### src/rtl/ocp_pkg.sv
package ocp_pkg;

    localparam int SMP_W = 8;
    localparam int DLY_W = 7;
    localparam int CNT_W = DLY_W + 1;

    localparam logic [SMP_W-1:0] THR_OFF = {SMP_W{1'b1}};

    typedef enum logic {
        ALERT_QUIET  = 1'b0,
        ALERT_RAISED = 1'b1
    } alert_state_e;

    typedef struct packed {
        logic             hold;
        logic [DLY_W-1:0] limit;
    } run_cfg_t;

    function automatic logic over_limit(input logic [SMP_W-1:0] smp,
                                        input logic [SMP_W-1:0] thr);
        return (thr != THR_OFF) && (smp > thr);
    endfunction

endpackage

### src/rtl/ocp_breach_cmp.sv
module ocp_breach_cmp
    import ocp_pkg::*;
(
    input  logic [SMP_W-1:0] smp,
    input  logic [SMP_W-1:0] thr,
    output logic             hit
);

    always_comb begin
        hit = over_limit(smp, thr);
    end

endmodule

### src/rtl/ocp_run_counter.sv
module ocp_run_counter
    import ocp_pkg::*;
(
    input  logic     clk,
    input  logic     rst,
    input  run_cfg_t cfg,
    input  logic     clr,
    input  logic     step,
    input  logic     hit,
    output logic     qualify
);

    localparam logic [CNT_W-1:0] CNT_MAX = {CNT_W{1'b1}};

    logic [CNT_W-1:0] cnt_q;
    logic             flush;

    assign flush = cfg.hold | clr;

    always_ff @(posedge clk) begin
        if (rst || flush) begin
            cnt_q <= '0;
        end else if (step) begin
            if (hit) begin
                cnt_q <= (cnt_q == CNT_MAX) ? cnt_q : cnt_q + 1'b1;
            end else begin
                cnt_q <= '0;
            end
        end
    end

    assign qualify = step & hit & ~flush & (cnt_q >= {1'b0, cfg.limit});

    AST_RUN_NO_WRAP: assert property (@(posedge clk) disable iff (rst)
        (step && hit && !flush && cnt_q == CNT_MAX) |=> (cnt_q == CNT_MAX));

    AST_RUN_RESTART: assert property (@(posedge clk) disable iff (rst)
        (step && !hit) |=> (cnt_q == '0));

endmodule

### src/rtl/ocp_status_alert.sv
module ocp_status_alert
    import ocp_pkg::*;
#(
    parameter int NUM_CH = 4
) (
    input  logic              clk,
    input  logic              rst,
    input  logic [NUM_CH-1:0] qual,
    input  logic [NUM_CH-1:0] wipe,
    input  logic              hold,
    input  logic              access,
    input  logic              arb_won,
    input  logic              alert_en,
    output logic [NUM_CH-1:0] status,
    output logic              alert
);

    logic [NUM_CH-1:0] sts_q;
    logic [NUM_CH-1:0] fresh;
    alert_state_e      al_q;

    assign fresh = qual & ~sts_q & ~wipe & {NUM_CH{~hold}};

    always_ff @(posedge clk) begin
        if (rst || hold) begin
            sts_q <= '0;
        end else begin
            sts_q <= (sts_q | qual) & ~wipe;
        end
    end

    always_ff @(posedge clk) begin
        if (rst || !alert_en) begin
            al_q <= ALERT_QUIET;
        end else if (|fresh) begin
            al_q <= ALERT_RAISED;
        end else if (access || arb_won) begin
            al_q <= ALERT_QUIET;
        end
    end

    assign status = sts_q;
    assign alert  = (al_q == ALERT_RAISED);

    AST_STATUS_STICKY: assert property (@(posedge clk) disable iff (rst)
        (!hold && wipe == '0) |=> ((status & $past(status)) == $past(status)));

    AST_HOLD_CLEARS: assert property (@(posedge clk) disable iff (rst)
        hold |=> (status == '0));

    AST_ALERT_OFF: assert property (@(posedge clk) disable iff (rst)
        !alert_en |=> !alert);

    AST_ALERT_ACK: assert property (@(posedge clk) disable iff (rst)
        ((access || arb_won) && qual == '0) |=> !alert);

endmodule

### src/rtl/ocp_shutdown_latch.sv
module ocp_shutdown_latch
    import ocp_pkg::*;
#(
    parameter int NUM_CH = 4
) (
    input  logic              clk,
    input  logic              rst,
    input  logic [NUM_CH-1:0] qual,
    input  logic              enable,
    input  logic              hold,
    output logic              shutdown
);

    logic latch_q;

    always_ff @(posedge clk) begin
        if (rst || !enable || hold) begin
            latch_q <= 1'b0;
        end else if (|qual) begin
            latch_q <= 1'b1;
        end
    end

    assign shutdown = latch_q & enable & ~hold;

    AST_SD_STICKY: assert property (@(posedge clk) disable iff (rst)
        (shutdown && enable && !hold) |=> (latch_q || !enable || hold));

    AST_SD_ENA_LOW: assert property (@(posedge clk) disable iff (rst)
        !enable |=> !latch_q);

    AST_SD_HOLD: assert property (@(posedge clk) disable iff (rst)
        hold |=> !latch_q);

endmodule

### src/rtl/ocp_monitor.sv
module ocp_monitor
    import ocp_pkg::*;
#(
    parameter int NUM_CH = 4,
    parameter int CH_W   = (NUM_CH > 1) ? $clog2(NUM_CH) : 1
) (
    input  logic                    clk,
    input  logic                    rst,
    input  logic                    smp_valid,
    input  logic [CH_W-1:0]         smp_chan,
    input  logic [SMP_W-1:0]        smp_data,
    input  logic [NUM_CH*SMP_W-1:0] thr_vec,
    input  logic [DLY_W-1:0]        oc_limit,
    input  logic                    oc_hold,
    input  logic [DLY_W-1:0]        sd_limit,
    input  logic                    sd_hold,
    input  logic                    alert_en,
    input  logic                    sd_enable,
    input  logic                    stat_rd,
    input  logic                    stat_wr,
    input  logic [NUM_CH-1:0]       stat_wdata,
    input  logic                    arb_won,
    output logic [NUM_CH-1:0]       oc_status,
    output logic                    alert,
    output logic                    shutdown
);

    run_cfg_t          oc_cfg;
    run_cfg_t          sd_cfg;
    logic [NUM_CH-1:0] wipe;
    logic [NUM_CH-1:0] oc_qual;
    logic [NUM_CH-1:0] sd_qual;

    assign oc_cfg = '{hold: oc_hold, limit: oc_limit};
    assign sd_cfg = '{hold: sd_hold | ~sd_enable, limit: sd_limit};
    assign wipe   = stat_wr ? ~stat_wdata : '0;

    for (genvar i = 0; i < NUM_CH; i++) begin : g_chan
        logic step;
        logic hit;

        assign step = smp_valid && (smp_chan == CH_W'(i));

        ocp_breach_cmp i_cmp (
            .smp (smp_data),
            .thr (thr_vec[i*SMP_W +: SMP_W]),
            .hit (hit)
        );

        ocp_run_counter i_oc_run (
            .clk     (clk),
            .rst     (rst),
            .cfg     (oc_cfg),
            .clr     (wipe[i]),
            .step    (step),
            .hit     (hit),
            .qualify (oc_qual[i])
        );

        ocp_run_counter i_sd_run (
            .clk     (clk),
            .rst     (rst),
            .cfg     (sd_cfg),
            .clr     (1'b0),
            .step    (step),
            .hit     (hit),
            .qualify (sd_qual[i])
        );

        AST_OFF_CODE_SILENT: assert property (@(posedge clk) disable iff (rst)
            (thr_vec[i*SMP_W +: SMP_W] == THR_OFF) |-> !oc_qual[i] && !sd_qual[i]);
    end

    ocp_status_alert #(.NUM_CH(NUM_CH)) i_status (
        .clk      (clk),
        .rst      (rst),
        .qual     (oc_qual),
        .wipe     (wipe),
        .hold     (oc_hold),
        .access   (stat_rd | stat_wr),
        .arb_won  (arb_won),
        .alert_en (alert_en),
        .status   (oc_status),
        .alert    (alert)
    );

    ocp_shutdown_latch #(.NUM_CH(NUM_CH)) i_shutdown (
        .clk      (clk),
        .rst      (rst),
        .qual     (sd_qual),
        .enable   (sd_enable),
        .hold     (sd_hold),
        .shutdown (shutdown)
    );

    AST_ONE_STEP_QUAL: assert property (@(posedge clk) disable iff (rst)
        $onehot0(oc_qual) && $onehot0(sd_qual));

endmodule

### config.mk
export PLATFORM = sky130hd
export DESIGN_NAME = ocp_monitor
export DESIGN_NICKNAME = d
export VERILOG_FILES = /design/src/rtl/ocp_pkg.sv /design/src/rtl/ocp_breach_cmp.sv /design/src/rtl/ocp_run_counter.sv /design/src/rtl/ocp_status_alert.sv /design/src/rtl/ocp_shutdown_latch.sv /design/src/rtl/ocp_monitor.sv
export SDC_FILE = /design/constraint.sdc
export NUM_CORES = 1
export LEC_CHECK = 0
export BUFFER_PORTS_ARGS = -buffer_cell sky130_fd_sc_hd__buf_2
export CORE_MARGIN = 2
export CORE_UTILIZATION = 60
export DETAILED_ROUTE_END_ITERATION = 12
export PLACE_DENSITY = 0.84
export SETUP_SLACK_MARGIN = 0.4
export SKIP_CTS_REPAIR_TIMING = 1
export SLEW_MARGIN = 25
export SYNTH_ARGS = -nofsm -noshare
export SYNTH_HDL_FRONTEND = slang
export SYNTH_HIERARCHICAL = 1
export SYNTH_SLANG_ARGS = --single-unit
### constraint.sdc
create_clock -name clk -period 3.5 [get_ports clk]
set_clock_uncertainty 0.05 [all_clocks]
set_input_delay 0.7 -clock clk [delete_from_list [all_inputs] [get_ports clk]]
set_output_delay 0.7 -clock clk [all_outputs]
set_load 0.1 [all_outputs]
---- Word level (Yosys, flattened, before mapping) ----
Index checks and enable logic that the tools add are counted.
cells by class
  $add $sub $neg .......................... 8
  magnitude comparators ................... 12
  equality and inequality tests ........... 23
  multiplexer cells ....................... 19
  bitwise gates (word level) .............. 44
  reductions and logical operators ........ 32
operators with widths
  kind                   number
  $mux W8                16
  $add A8 B1 Y8 const B  8
  $eq A8 B8 Y1 const B   8
  $ge A8 B7 Y1           8
  $gt A8 B8 Y1           4
  $ne A8 B8 Y1 const B   4
  $and A1 B1 Y1          22
  $and A4 B4 Y4          4
  $ne A2 B2 Y1 const B   8
  $reduce_and A2 Y1      8
  $not A4 Y4             3
  $logic_or A1 B1 Y1     10
  $logic_and A1 B1 Y1    8
  $not A1 Y1             8
  $reduce_or A4 Y1       2
  $or A1 B1 Y1           6
  $eq A2 B2 Y1 const B   2
  $mux W4                1
  $or A4 B4 Y4           1
  $eq A2 B1 Y1 const B   1
  $logic_not A1 Y1       2
  $logic_not A2 Y1       1
  $mux W1                2
  $reduce_bool A2 Y1     1
storage, ports and cells
  register bits ........................... 70
  input port bits ......................... 70
  word-level logic and storage cells ...... 149

---- Logic depth before layout (Yosys ltp) ----
Gate-level depths: netlist (run 1).
  word-level depth ........................ 11
  gate-level depth with buffers ........... 10
  mapped depth without buffers ............ 10

---- Hierarchy ----
Netlist (run 1), hierarchy kept.
by module, submodules not included
  module              instances  cells each  area each (um2)
  ocp_run_counter     8          78          629.4
  ocp_breach_cmp      4          31          220.2
  ocp_status_alert    1          23          197.7
  ocp_monitor         1          11          78.8
  ocp_shutdown_latch  1          6           51.3

---- Least setup slack after synthesis (run 1) ----
Ideal clock, no wire load.
  kind .................................... input -> register
  start point ............................. in thr_vec[9]
  end point ............................... reg i_status.al_q, in the netlist i_status/alert
  library setup time ...................... 74 ps
  arrival ................................. 2497 ps
  required time ........................... 3376 ps
  path slack .............................. 879 ps
  stages on the path ...................... 10
  cell sequence ........................... inv_1 -> ha_1 -> nor2b_1 -> o211ai_2 -> a21oi_1 -> o31a_1 -> nand2_1 -> a2111oi_1 -> a22oi_1 -> a31oi_1
between the ends
  longest elaborated chain between the ends .. 10
  elaborated cells between the ends (all ways) .. 12
  those cells by class .................... order compare (1); eq/ne (1); mux (1); bitwise (6); reduce/logical (3)
ends and longest elaborated chain
  item                                                  line                    RTL
  from (decl)                                           ocp_monitor.sv:12       input logic [NUM_CH*SMP_W-1:0] thr_vec,
  $gt A8 B8 Y1 / $ne A8 B8 Y1 (equally long branches)   ocp_pkg.sv:21           return (thr != THR_OFF) && (smp > thr);
  $logic_and A1 B1 Y1 *                                 ocp_pkg.sv:21
  via g_chan[1].hit                                     ocp_monitor.sv:40       logic hit;
  $and A1 B1 Y1 * (3 in a row)                          ocp_run_counter.sv:32   assign qualify = step & hit & ~flush & (cnt_q >= {1'b0, cfg.limit});
  via oc_qual[1]                                        ocp_monitor.sv:31       logic [NUM_CH-1:0] oc_qual;
  $and A4 B4 Y4 * (3 in a row)                          ocp_status_alert.sv:22  assign fresh = qual & ~sts_q & ~wipe & {NUM_CH{~hold}};
  $reduce_or A4 Y1 *                                    ocp_status_alert.sv:35  end else if (|fresh) begin
  $mux W1 / $reduce_bool A2 Y1 (equally long branches)  n/a
  to (signal assigned)                                  ocp_status_alert.sv:34  al_q <= ALERT_QUIET;
  to (signal assigned)                                  ocp_status_alert.sv:36  al_q <= ALERT_RAISED;
  to (signal assigned)                                  ocp_status_alert.sv:38  al_q <= ALERT_QUIET;
  to (decl)                                             ocp_status_alert.sv:20  alert_state_e al_q;
The timed path passes the listed nets; every way through them passes the cells marked *.
A chain may end at the register's enable or synchronous reset.

---- Final worst setup path (run 1) ----
  start point ............................. in smp_data[1]
  end point ............................... reg g_chan[2].i_oc_run.cnt_q[0]
between the ends
  longest elaborated chain between the ends .. 4
  elaborated cells between the ends (all ways) .. 5
  those cells by class .................... order compare (1); eq/ne (1); mux (1); reduce/logical (2)
ends and longest elaborated chain
  item                         line                   RTL
  from (decl)                  ocp_monitor.sv:11      input logic [SMP_W-1:0] smp_data,
  $gt A8 B8 Y1 *               ocp_pkg.sv:21
  $logic_and A1 B1 Y1 *        ocp_pkg.sv:21
  via g_chan[2].hit            ocp_monitor.sv:40
  $ne A2 B2 Y1 (no line)       n/a
  $reduce_and A2 Y1 (no line)  n/a
  to (signal assigned)         ocp_run_counter.sv:25  cnt_q <= (cnt_q == CNT_MAX) ? cnt_q : cnt_q + 1'b1;
  to (decl)                    ocp_run_counter.sv:15  logic [CNT_W-1:0] cnt_q;
Marks and branches as above.

==> flow_metrics.env, run 1 <==
export IMPL_viasPerCell=6.074
export IMPL_synth_cells=788
export IMPL_setup_violations_final=0
export IMPL_slew_viol_final=0
export IMPL_finalHoldViolations=0
export IMPL_ys_seq_area_share_pct=22.44
export IMPL_io_pins=76
export IMPL_totalWireLength_um=15790
export IMPL_avgSynthCellArea_um2=7.923
export IMPL_endpoint_kind="flip-flop"
export IMPL_critical_path_class="input port to flip-flop"
export IMPL_yosys_area_top_type="dfxtp_1"
export IMPL_outcome="finished, final reports clean"
export IMPL_place_congestion=0.9378
export IMPL_yosysUniqueCellTypes=39
export IMPL_drc=0
export IMPL_p_leak_nw=3.122
export IMPL_synth_top_family_by_area="compound AO/OA/AOI/OAI gates"
export IMPL_powerDensity_mw_per_mm2=267.9
export IMPL_clockBufferDepth=2
export IMPL_cts_root_buf="clkbuf_8"
export IMPL_synth_simple_area_share_pct=23.41
export IMPL_yosys_register_bits=70
export IMPL_placed_area_mm2=0.006805
export IMPL_worstMarginPinSlew_ns=0.5609
export IMPL_ir_worst_vdd_v=0.0002457
export IMPL_worstSkewPairLatency_ns=0.35
export IMPL_htreeDepth=3
export IMPL_rsz0062_at_grt="false"
export IMPL_reg2reg_depth=8
export IMPL_die_area_mm2=0.01124
export IMPL_drtAntennaViolNets=0
export IMPL_grt_usage_pct=28.53
export IMPL_syn_to_final_growth_pct=12.59
export IMPL_grt_overflow=0
export IMPL_antenna_found_initial=0
export IMPL_initial_utilization_pct=61.02
export IMPL_clock_sinks=70
export IMPL_finalPower_w=0.001883
export IMPL_async_reset_ff_share_pct=0
export IMPL_min_period_ns=2.630
export IMPL_cp_arrival_ns=2.83
export IMPL_max_cap_violations=0
export IMPL_cts_inserted_buffers=9
export IMPL_tns_ns=0
export IMPL_dp_hpwl_um=12090
export IMPL_synthMuxAreaShare_pct=1.283
export IMPL_worstHoldStart="i_status/status[3]"
export IMPL_synthXorXnorAreaFrac_pct=0
export IMPL_drt_iter0_markers=484
export IMPL_synth_compound_area_share_pct=25.65
export IMPL_synthAdderAreaFrac_pct=19.24
export IMPL_wire_per_inst_um=15.58
export IMPL_grt_max_degree=21
export IMPL_yosys_warnings=6
export IMPL_r2r_end="i_status/status[0]"
export IMPL_synth_edf_count=0
export IMPL_slew_headroom_pct=62.52
export IMPL_core_mm2=0.01023
export IMPL_grt_pass1_vias=6092
export IMPL_grtUsageMet3_pct=3.801
export IMPL_path_max_fanout=9
export IMPL_grt_busiest_layer="met2"
export IMPL_reg2reg_setup_slack_ns=1.23
export IMPL_dr_pass1_iters=7
export IMPL_io_buffers=75
export IMPL_synth_top_cell_area_share_pct=22.44
export IMPL_holdPathStages=2
export IMPL_fmax_mhz=380.3
export IMPL_hold_end="i_status/status[3]"
export IMPL_met1_usage_pct=35.59
export IMPL_rr_startpoint="g_chan[0].i_oc_run/cnt_q[0]"
export IMPL_place_worst_setup_slack_ns=0.4898
export IMPL_num_antenna_cells=0
export IMPL_rows=37
export IMPL_design_area_mm2=0.007029
export IMPL_met2_usage_pct=49.82
export IMPL_nets=1039
export IMPL_clk_pin_slew_ns=0.08
export IMPL_cp_data_required_time_ns=3.70
export IMPL_post_route_period_util_pct=75.14
export IMPL_netlist_top_cells_area="dfxtp_1, ha_1, inv_1, nand2_1, nor2_1"
export IMPL_final_layout_size_suffix_gt1_share_pct=14.69
export IMPL_synth_flop_cell="dfxtp_1"
export IMPL_synthesis_area_mm2=0.006243
export IMPL_vias=6159
export IMPL_grt_pass1_wl_um=26620
export IMPL_die_h_um=106.0
export IMPL_start_kind="input port"
export IMPL_fin_ws_ns=0.8702
export IMPL_fp_dieW_um=106.0
export IMPL_tritoncts="done"
export IMPL_hold_class="flip-flop to flip-flop"
-- power by group --
group	switching (W)	total, W	internal [W]
Combinational	0.000204	0.000342	0.000137
Clock	0.000321	0.000744	0.000423
Sequential	0.00000105	0.000797	0.000796
-- sequential cells by signal, indices dropped and copies added (netlist names) --
name,flops
i_status/alert,1
i_status/status,4
g_chan.i_oc_run/cnt_q,32
g_chan.i_sd_run/cnt_q,32
i_shutdown/latch_q,1
-- cells in the final DEF (no fill, tap or decap), types with 3 or more instances in the layout --
cell type  count
inv_1        105
ha_1          96
nand2_1       80
buf_2         75
nor2_1        73
dfxtp_1       70
a21oi_1       49
a211oi_1      36
o21ai_0       36
a31oi_1       25
nand4_1       24
nor2b_1       16
o31ai_1       16
clkbuf_8      10
or3b_1        10
nand2b_1       9
or2_1          9
nor3_1         9
o211ai_1       8
and3_1         8
a2111oi_0      8
a2111oi_1      8
nand4_4        8
or3_1          8
and2_1         8
o41ai_4        8
o311a_2        8
mux2i_1        8
buf_4          8
conb_1         8
clkinv_1       7
o211ai_2       4
o31a_1         4
nor4_1         4
and3b_1        3
-- final cells by class --
| cell class | count | area, um^2 |
|---|---|---|
| Timing Repair Buffer | 83 | 435.4 |
| Clock buffer | 11 | 141.4 |
| Tap cell | 136 | 170.2 |
| Clock inverter | 5 | 82.58 |
| Sequential cell | 70 | 1401 |
| Fill cell | 824 | 3202 |
| Multi-Input combinational cell | 596 | 4374 |
| Inverter | 113 | 424.2 |
-- synthesized netlist by cell type, types with 2 or more instances --
master,instances
a2111oi_0,8
a2111oi_1,8
a211oi_1,36
a21oi_1,49
a22oi_1,2
a31oi_1,25
and2_1,8
and3_1,8
and3b_1,3
buf_2,8
clkbuf_1,8
clkinv_1,7
dfxtp_1,70
ha_1,96
inv_1,105
mux2i_1,8
nand2_1,80
nand2b_1,9
nand4_1,24
nand4_4,8
nor2_1,73
nor2b_1,16
nor3_1,9
nor4_1,4
o211ai_1,8
o211ai_2,4
o21ai_0,36
o311a_2,8
o31a_1,4
o31ai_1,16
o41ai_4,8
or2_1,9
or3_1,8
or3b_1,10
-- cell families (layout without fill, tap and decap cells) --
kind of cell,after synthesis,after routing
compound gates,213,213
fa+ha+maj,96,96
buf+inv,129,212
flops,70,70
mux,8,8
other cells,1,8
simple gates,271,271
-- per-stage QoR --
step | hold slack, ns | util (%) | cells
final | 0.4610 | 68.70 | 1014
after CTS | 0.4608 | 68.70 | 1014
after detailed placement | 0.4493 | 66.52 | 998
after global routing | 0.4884 | 68.70 | 1014
after global placement | 0.4309 | 66.52 | 998
after floorplan | 0.4280 | - | 795
-- critical path, stage by stage --
cell      delay [ns]
buf_2           0.13
ha_1            0.29
nor2b_1         0.15
o211ai_2        0.08
a21oi_1         0.13
o31a_1          0.40
buf_4           0.23
nand2_1         0.10
o41ai_4         0.32
mux2i_1         0.24
nor2_1          0.05
-- how the worst max path moves through the flow --
stage                            from                           to  depth (start not counted)
after CTS                 smp_data[1]  g_chan[2].i_oc_run/cnt_q[0]                         11
after detailed placement  smp_data[1]  g_chan[2].i_oc_run/cnt_q[0]                         11
after global placement    smp_data[1]  g_chan[2].i_oc_run/cnt_q[0]                         11
after global routing      smp_data[1]  g_chan[2].i_oc_run/cnt_q[0]                         11
after floorplan            thr_vec[9]               i_status/alert                         10
final                     smp_data[1]  g_chan[2].i_oc_run/cnt_q[0]                         11
-- routing by layer --
metal	part of all wire, %	up-vias	wire [um]
li1	-	3028	-
met1	43	2820	6720
met2	49	266	7679
met3	6.2	45	987
met4	2.6	0	408
met5	0	-	0
(Power assumes the default switching activity.)
==> run 2, diff against run 1 <==
CORE_UTILIZATION = 54   (was 60)
PLACE_DENSITY = 0.8   (was 0.84)
clock period = 2.3 ns   (was 3.5 ns; I/O delays follow)
==> run 2 against run 1 <==
Effect of this change: total power is 74% higher; setup slack worse by 0.81 ns; combinational power up 130%; clock-buffer cell count grew 3; first-iteration DRC count shrank 29%; register-to-register slack worse by 0.99 ns; cell count up 5.1%; global-route usage decreased by 2.8 points; non-clock buffer count is 46 higher; highest routed layer unchanged.
==> flow_metrics.env, run 2 (synthesis gave the netlist of run 1 again) <==
export IMPL_outcome="finished, final reports clean"
export IMPL_seqPwrFrac_pct=36.9
export IMPL_post_route_period_util_pct=97.57
export IMPL_fp_dieW_um=111.5
export IMPL_ir_worst_vdd_v=0.0004277
export IMPL_place_congestion=0.8892
export IMPL_clockBufferDepth=2
export IMPL_num_antenna_cells=0
export IMPL_vias=6393
export IMPL_cts_inserted_buffers=9
export IMPL_syn_to_final_growth_pct=33.79
export IMPL_critical_path_class="input port to flip-flop"
export IMPL_die_h_um=111.5
export IMPL_placed_area_mm2=0.007267
export IMPL_fmax_mhz=445.6
export IMPL_grt_max_degree=21
export IMPL_hold_class="input port to flip-flop"
export IMPL_design_area_mm2=0.008353
export IMPL_slew_headroom_pct=59.85
export IMPL_slew_viol_final=0
export IMPL_rows=39
export IMPL_tritoncts="done"
export IMPL_netSwitchingPower_w=0.0009303
export IMPL_viasPerCell=5.997
export IMPL_core_mm2=0.01137
export IMPL_cp_arrival_ns=2.42
export IMPL_worstMarginPinSlew_ns=0.6022
export IMPL_clock_sinks=70
export IMPL_max_cap_violations=0
export IMPL_initial_utilization_pct=54.91
export IMPL_finalPower_w=0.003285
export IMPL_io_buffers=75
export IMPL_wire_per_inst_um=17.11
export IMPL_drc=0
export IMPL_drt_iter0_markers=345
export IMPL_intPower_w=0.002354
export IMPL_setup_violations_final=0
export IMPL_pwr_share_clk_pct=39.4
export IMPL_endpoint_kind="flip-flop"
export IMPL_mostFrequentLayoutCells="inv_1, nor2_1, nand2_1"
export IMPL_dr_pass1_iters=5
export IMPL_antenna_found_initial=0
export IMPL_p_comb_share_pct=23.7
export IMPL_drtAntennaViolNets=0
export IMPL_grt_usage_pct=25.78
export IMPL_path_max_fanout=4
export IMPL_die_area_mm2=0.01244
export IMPL_dp_hpwl_um=12200
export IMPL_grt_pass1_vias=5832
export IMPL_grt_overflow=0
export IMPL_cp_data_required_time_ns=2.48
export IMPL_grt_pass1_wl_um=26650
export IMPL_tns_ns=0
export IMPL_final_layout_size_suffix_gt1_share_pct=29.36
export IMPL_io_pins=76
export IMPL_start_kind="input port"
export IMPL_cts_root_buf="clkbuf_16"
export IMPL_totalWireLength_um=18240
export IMPL_finalHoldViolations=0
export IMPL_holdWs_ns=0.3508
export IMPL_switching_share_pct=28.32
export IMPL_htreeDepth=3
export IMPL_final_common_cell="inv_1"
export IMPL_worstSkewPairLatency_ns=0.34
export IMPL_powerDensity_mw_per_mm2=393.2
export IMPL_nets=1085
export IMPL_min_period_ns=2.244
export IMPL_rsz0062_at_grt="true"
export IMPL_p_leak_nw=3.553
export IMPL_clk_pin_slew_ns=0.05
## run 2: final timing paths
path | startpoint | end | slack, ns | cells after the start
worst min register to register | i_status/status[3] | i_status/status[3] | 0.44 | 2
worst max register to register | g_chan[3].i_oc_run/cnt_q[5] | i_status/alert | 0.24 | 6
worst max-delay path | smp_data[7] | g_chan[3].i_sd_run/cnt_q[1] | 0.06 | 11
worst min-delay path | sd_hold | i_shutdown/latch_q | 0.35 | 3
## run 2: per-stage QoR
stage	utilization, %	setup slack [ns]	std cells
6_report	73.47	0.05586	1066
5_1_grt	73.47	-0.008891	1066
4_1_cts	66.28	0.07440	1054
3_5_place_dp	63.92	-0.2771	1039
3_3_place_gp	63.92	-0.2120	1039
2_1_floorplan	-	0.04891	795
## run 2: area by class of cell
cell class / instances / area, um^2
clock inverters: 1 / 5.005
flip-flops and latches: 70 / 1424
inverters: 113 / 461.7
fillers: 804 / 3017
repair buffers: 129 / 907.1
well taps: 143 / 178.9
multi-input cells: 596 / 5112
clock buffers: 14 / 264.0
## run 2: power groups by stage
stage	Clock, W	Combinational (W)	Sequential, W
5_1_grt	0.00136	0.000849	0.00121
3_5_place_dp	0	0.000585	0.00124
4_1_cts	0.00131	0.000589	0.00122
3_3_place_gp	0	0.000571	0.00124
6_report	0.00129	0.000780	0.00121
2_1_floorplan	0	0.000330	0.00124
## run 2: routing by layer
| metal | vias to the layer above | track usage [%] | share of wire, % | wire [um] |
|---|---|---|---|---|
| met4 | 0 | 8.148 | 3.7 | 671 |
| met5 | - | 0 | 0 | 0 |
| met3 | 65 | 4.627 | 5.5 | 1010 |
| met1 | 2973 | 31.41 | 40 | 7360 |
| li1 | 3124 | - | - | - |
| met2 | 231 | 46.14 | 50 | 9201 |
## run 2: worst max-delay path: stages
cell and delay [ns]:
clkbuf_4 0.18, ha_4 0.28, nand4_1 0.16, a21oi_2 0.19, o31a_1 0.22, buf_6 0.15
nand2_4 0.06, o41ai_4 0.36, buf_4 0.19, or2_1 0.12, a21oi_2 0.05
==> run 3, diff against run 2 <==
GPL_TIMING_DRIVEN = 0   (was not set)
MAX_ROUTING_LAYER = met4   (was not set)
==> run 3 against run 2 <==
Effect of this change: design area increased by 4.4%; maximum frequency decreased by 2.2%; utilization rose by 3.3 points; sequential share of layout area decreased by 0.20 points; combinational power increased by 13%; non-clock buffer count is 5 higher; sequential power barely moved; total power rose by 3.1%.
==> flow_metrics.env, run 3 (synthesis gave the netlist of run 1 again) <==
export IMPL_outcome="finished, final reports clean"
export IMPL_drt_iter0_markers=746
export IMPL_die_area_mm2=0.01244
export IMPL_clk_pin_slew_ns=0.06
export IMPL_htreeDepth=3
export IMPL_finalPower_w=0.003388
export IMPL_fmax_mhz=435.7
export IMPL_mostFrequentLayoutCells="inv_1, buf_2, nand2_1"
export IMPL_fp_dieW_um=111.5
export IMPL_clockBufferDepth=2
export IMPL_cp_slowest_cell="a2111oi_4"
export IMPL_dr_pass1_iters=5
export IMPL_hold_class="input port to flip-flop"
export IMPL_endpoint_kind="flip-flop"
export IMPL_tns_ns=0
export IMPL_max_stage_delay_ns=0.42
export IMPL_slew_viol_final=0
export IMPL_path_max_fanout=6
export IMPL_grt_max_degree=17
export IMPL_design_area_mm2=0.008725
export IMPL_grt_usage_pct=24.97
export IMPL_drc=0
export IMPL_p_leak_nw=3.618
export IMPL_start_kind="flip-flop"
export IMPL_utilization_pct=76.74
export IMPL_grt_overflow=0
export IMPL_worstMarginPinSlew_ns=0.5207
export IMPL_tritoncts="done"
export IMPL_viasPerCell=6.427
export IMPL_dp_hpwl_um=11270
export IMPL_grt_pass1_vias=5558
export IMPL_finalHoldViolations=0
export IMPL_rows=39
export IMPL_io_pins=76
export IMPL_path_buf_inv=1
export IMPL_final_layout_size_suffix_gt1_share_pct=36.76
export IMPL_io_buffers=75
export IMPL_place_congestion=0.8719
export IMPL_powerDensity_mw_per_mm2=388.3
export IMPL_die_h_um=111.5
export IMPL_cp_arrival_ns=2.45
export IMPL_critical_path_class="flip-flop to flip-flop"
export IMPL_placed_area_mm2=0.006984
export IMPL_num_antenna_cells=0
export IMPL_path_cells="inv_4 -> ha_4 -> nand2b_4 -> a211oi_2 -> or3b_4 -> a2111oi_4 -> nor2_1 -> nor4_1"
export IMPL_fillers=698
export IMPL_final_common_cell="inv_1"
export IMPL_rsz0062_at_grt="true"
export IMPL_wire_per_inst_um=19.70
export IMPL_clock_sinks=70
export IMPL_slew_headroom_pct=65.21
export IMPL_cts_root_buf="clkbuf_16"
export IMPL_post_route_period_util_pct=99.80
export IMPL_setup_violations_final=0
export IMPL_cp_top_family="simple AND/OR/NAND/NOR gates"
export IMPL_worstSkewPairLatency_ns=0.34
export IMPL_antenna_found_initial=0
export IMPL_nets=1094
export IMPL_cp_data_required_time_ns=2.45
export IMPL_max_cap_violations=0
export IMPL_drtAntennaViolNets=0
export IMPL_core_mm2=0.01137
export IMPL_initial_utilization_pct=54.91
export IMPL_syn_to_final_growth_pct=39.74
export IMPL_min_period_ns=2.295
export IMPL_vias=6915
export IMPL_grt_pass1_wl_um=25530
export IMPL_totalWireLength_um=21200
export IMPL_cts_inserted_buffers=9
export IMPL_ir_worst_vdd_v=0.0005525
==> run 3: cell count changes in the layout (fill, tap and decap cells not counted), moves of 6 or more <==
cell,delta
buf_4,-10
buf_2,+8
nor2_1,-7
ha_4,+14
inv_1,-9
dfxtp_1,-17
a2111oi_2,+6
ha_1,-16
clkbuf_1,+7
o31a_4,+6
dfxtp_4,+10
nor2_2,+6
inv_2,+9
dfxtp_2,+7
==> run 3: final timing paths <==
path	start	end	slack [ns]	depth (start not counted)
setup reg to reg	g_chan[2].i_oc_run/cnt_q[0]	i_status/status[2]	0.005	8
hold reg to reg	i_status/status[3]	i_status/status[3]	0.44	2
setup / recovery	g_chan[2].i_oc_run/cnt_q[0]	i_status/status[2]	0.005	8
hold / removal	sd_hold	i_shutdown/latch_q	0.33	3
==> run 3: through the flow <==
stage	instances	setup WS, ns	hold slack [ns]
after floorplan	795	0.04891	0.4324
after global placement	1013	-0.5954	0.4338
after detailed placement	1013	-0.5971	0.4348
after CTS	1029	-0.2432	0.3285
after global routing	1076	-0.005937	0.3351
final	1076	0.004663	0.3282
==> run 3: worst register-to-register path: stages, from the launching register on <==
cell	delay, ns
dfxtp_4	0.39
inv_4	0.04
ha_4	0.25
nand2b_4	0.11
a211oi_2	0.05
or3b_4	0.38
a2111oi_4	0.42
nor2_1	0.07
nor4_1	0.38
==> run 3: cell type report <==
class / count / area [um^2] / share of cell area (%)
Timing Repair Buffer: 118 / 809.5 / 9.279
Sequential cell: 70 / 1470 / 16.85
Buffer: 16 / 70.07 / 0.8031
Multi-Input combinational cell: 600 / 5465 / 62.64
Tap cell: 143 / 178.9 / 2.051
Clock buffer: 12 / 246.5 / 2.825
Clock inverter: 4 / 22.52 / 0.2581
Inverter: 113 / 461.7 / 5.292
==> run 3: layer usage <==
| layer | track usage (%) | up-vias | wire length, um |
|---|---|---|---|
| met4 | 7.490 | 0 | 1036 |
| met1 | 31.36 | 3293 | 8194 |
| met3 | 3.811 | 106 | 1381 |
| met5 | - | - | 0 |
| li1 | - | 3148 | - |
| met2 | 41.67 | 368 | 10590 |
==> run 3: where the power goes <==
group	leakage (nW)	internal, W	total [W]	switching (W)
Clock	0.132	0.000755	0.00131	0.000551
Combinational	2.90	0.000408	0.000882	0.000474
Sequential	0.582	0.00120	0.00120	0.00000187
Total	3.62	0.00236	0.00339	0.00103
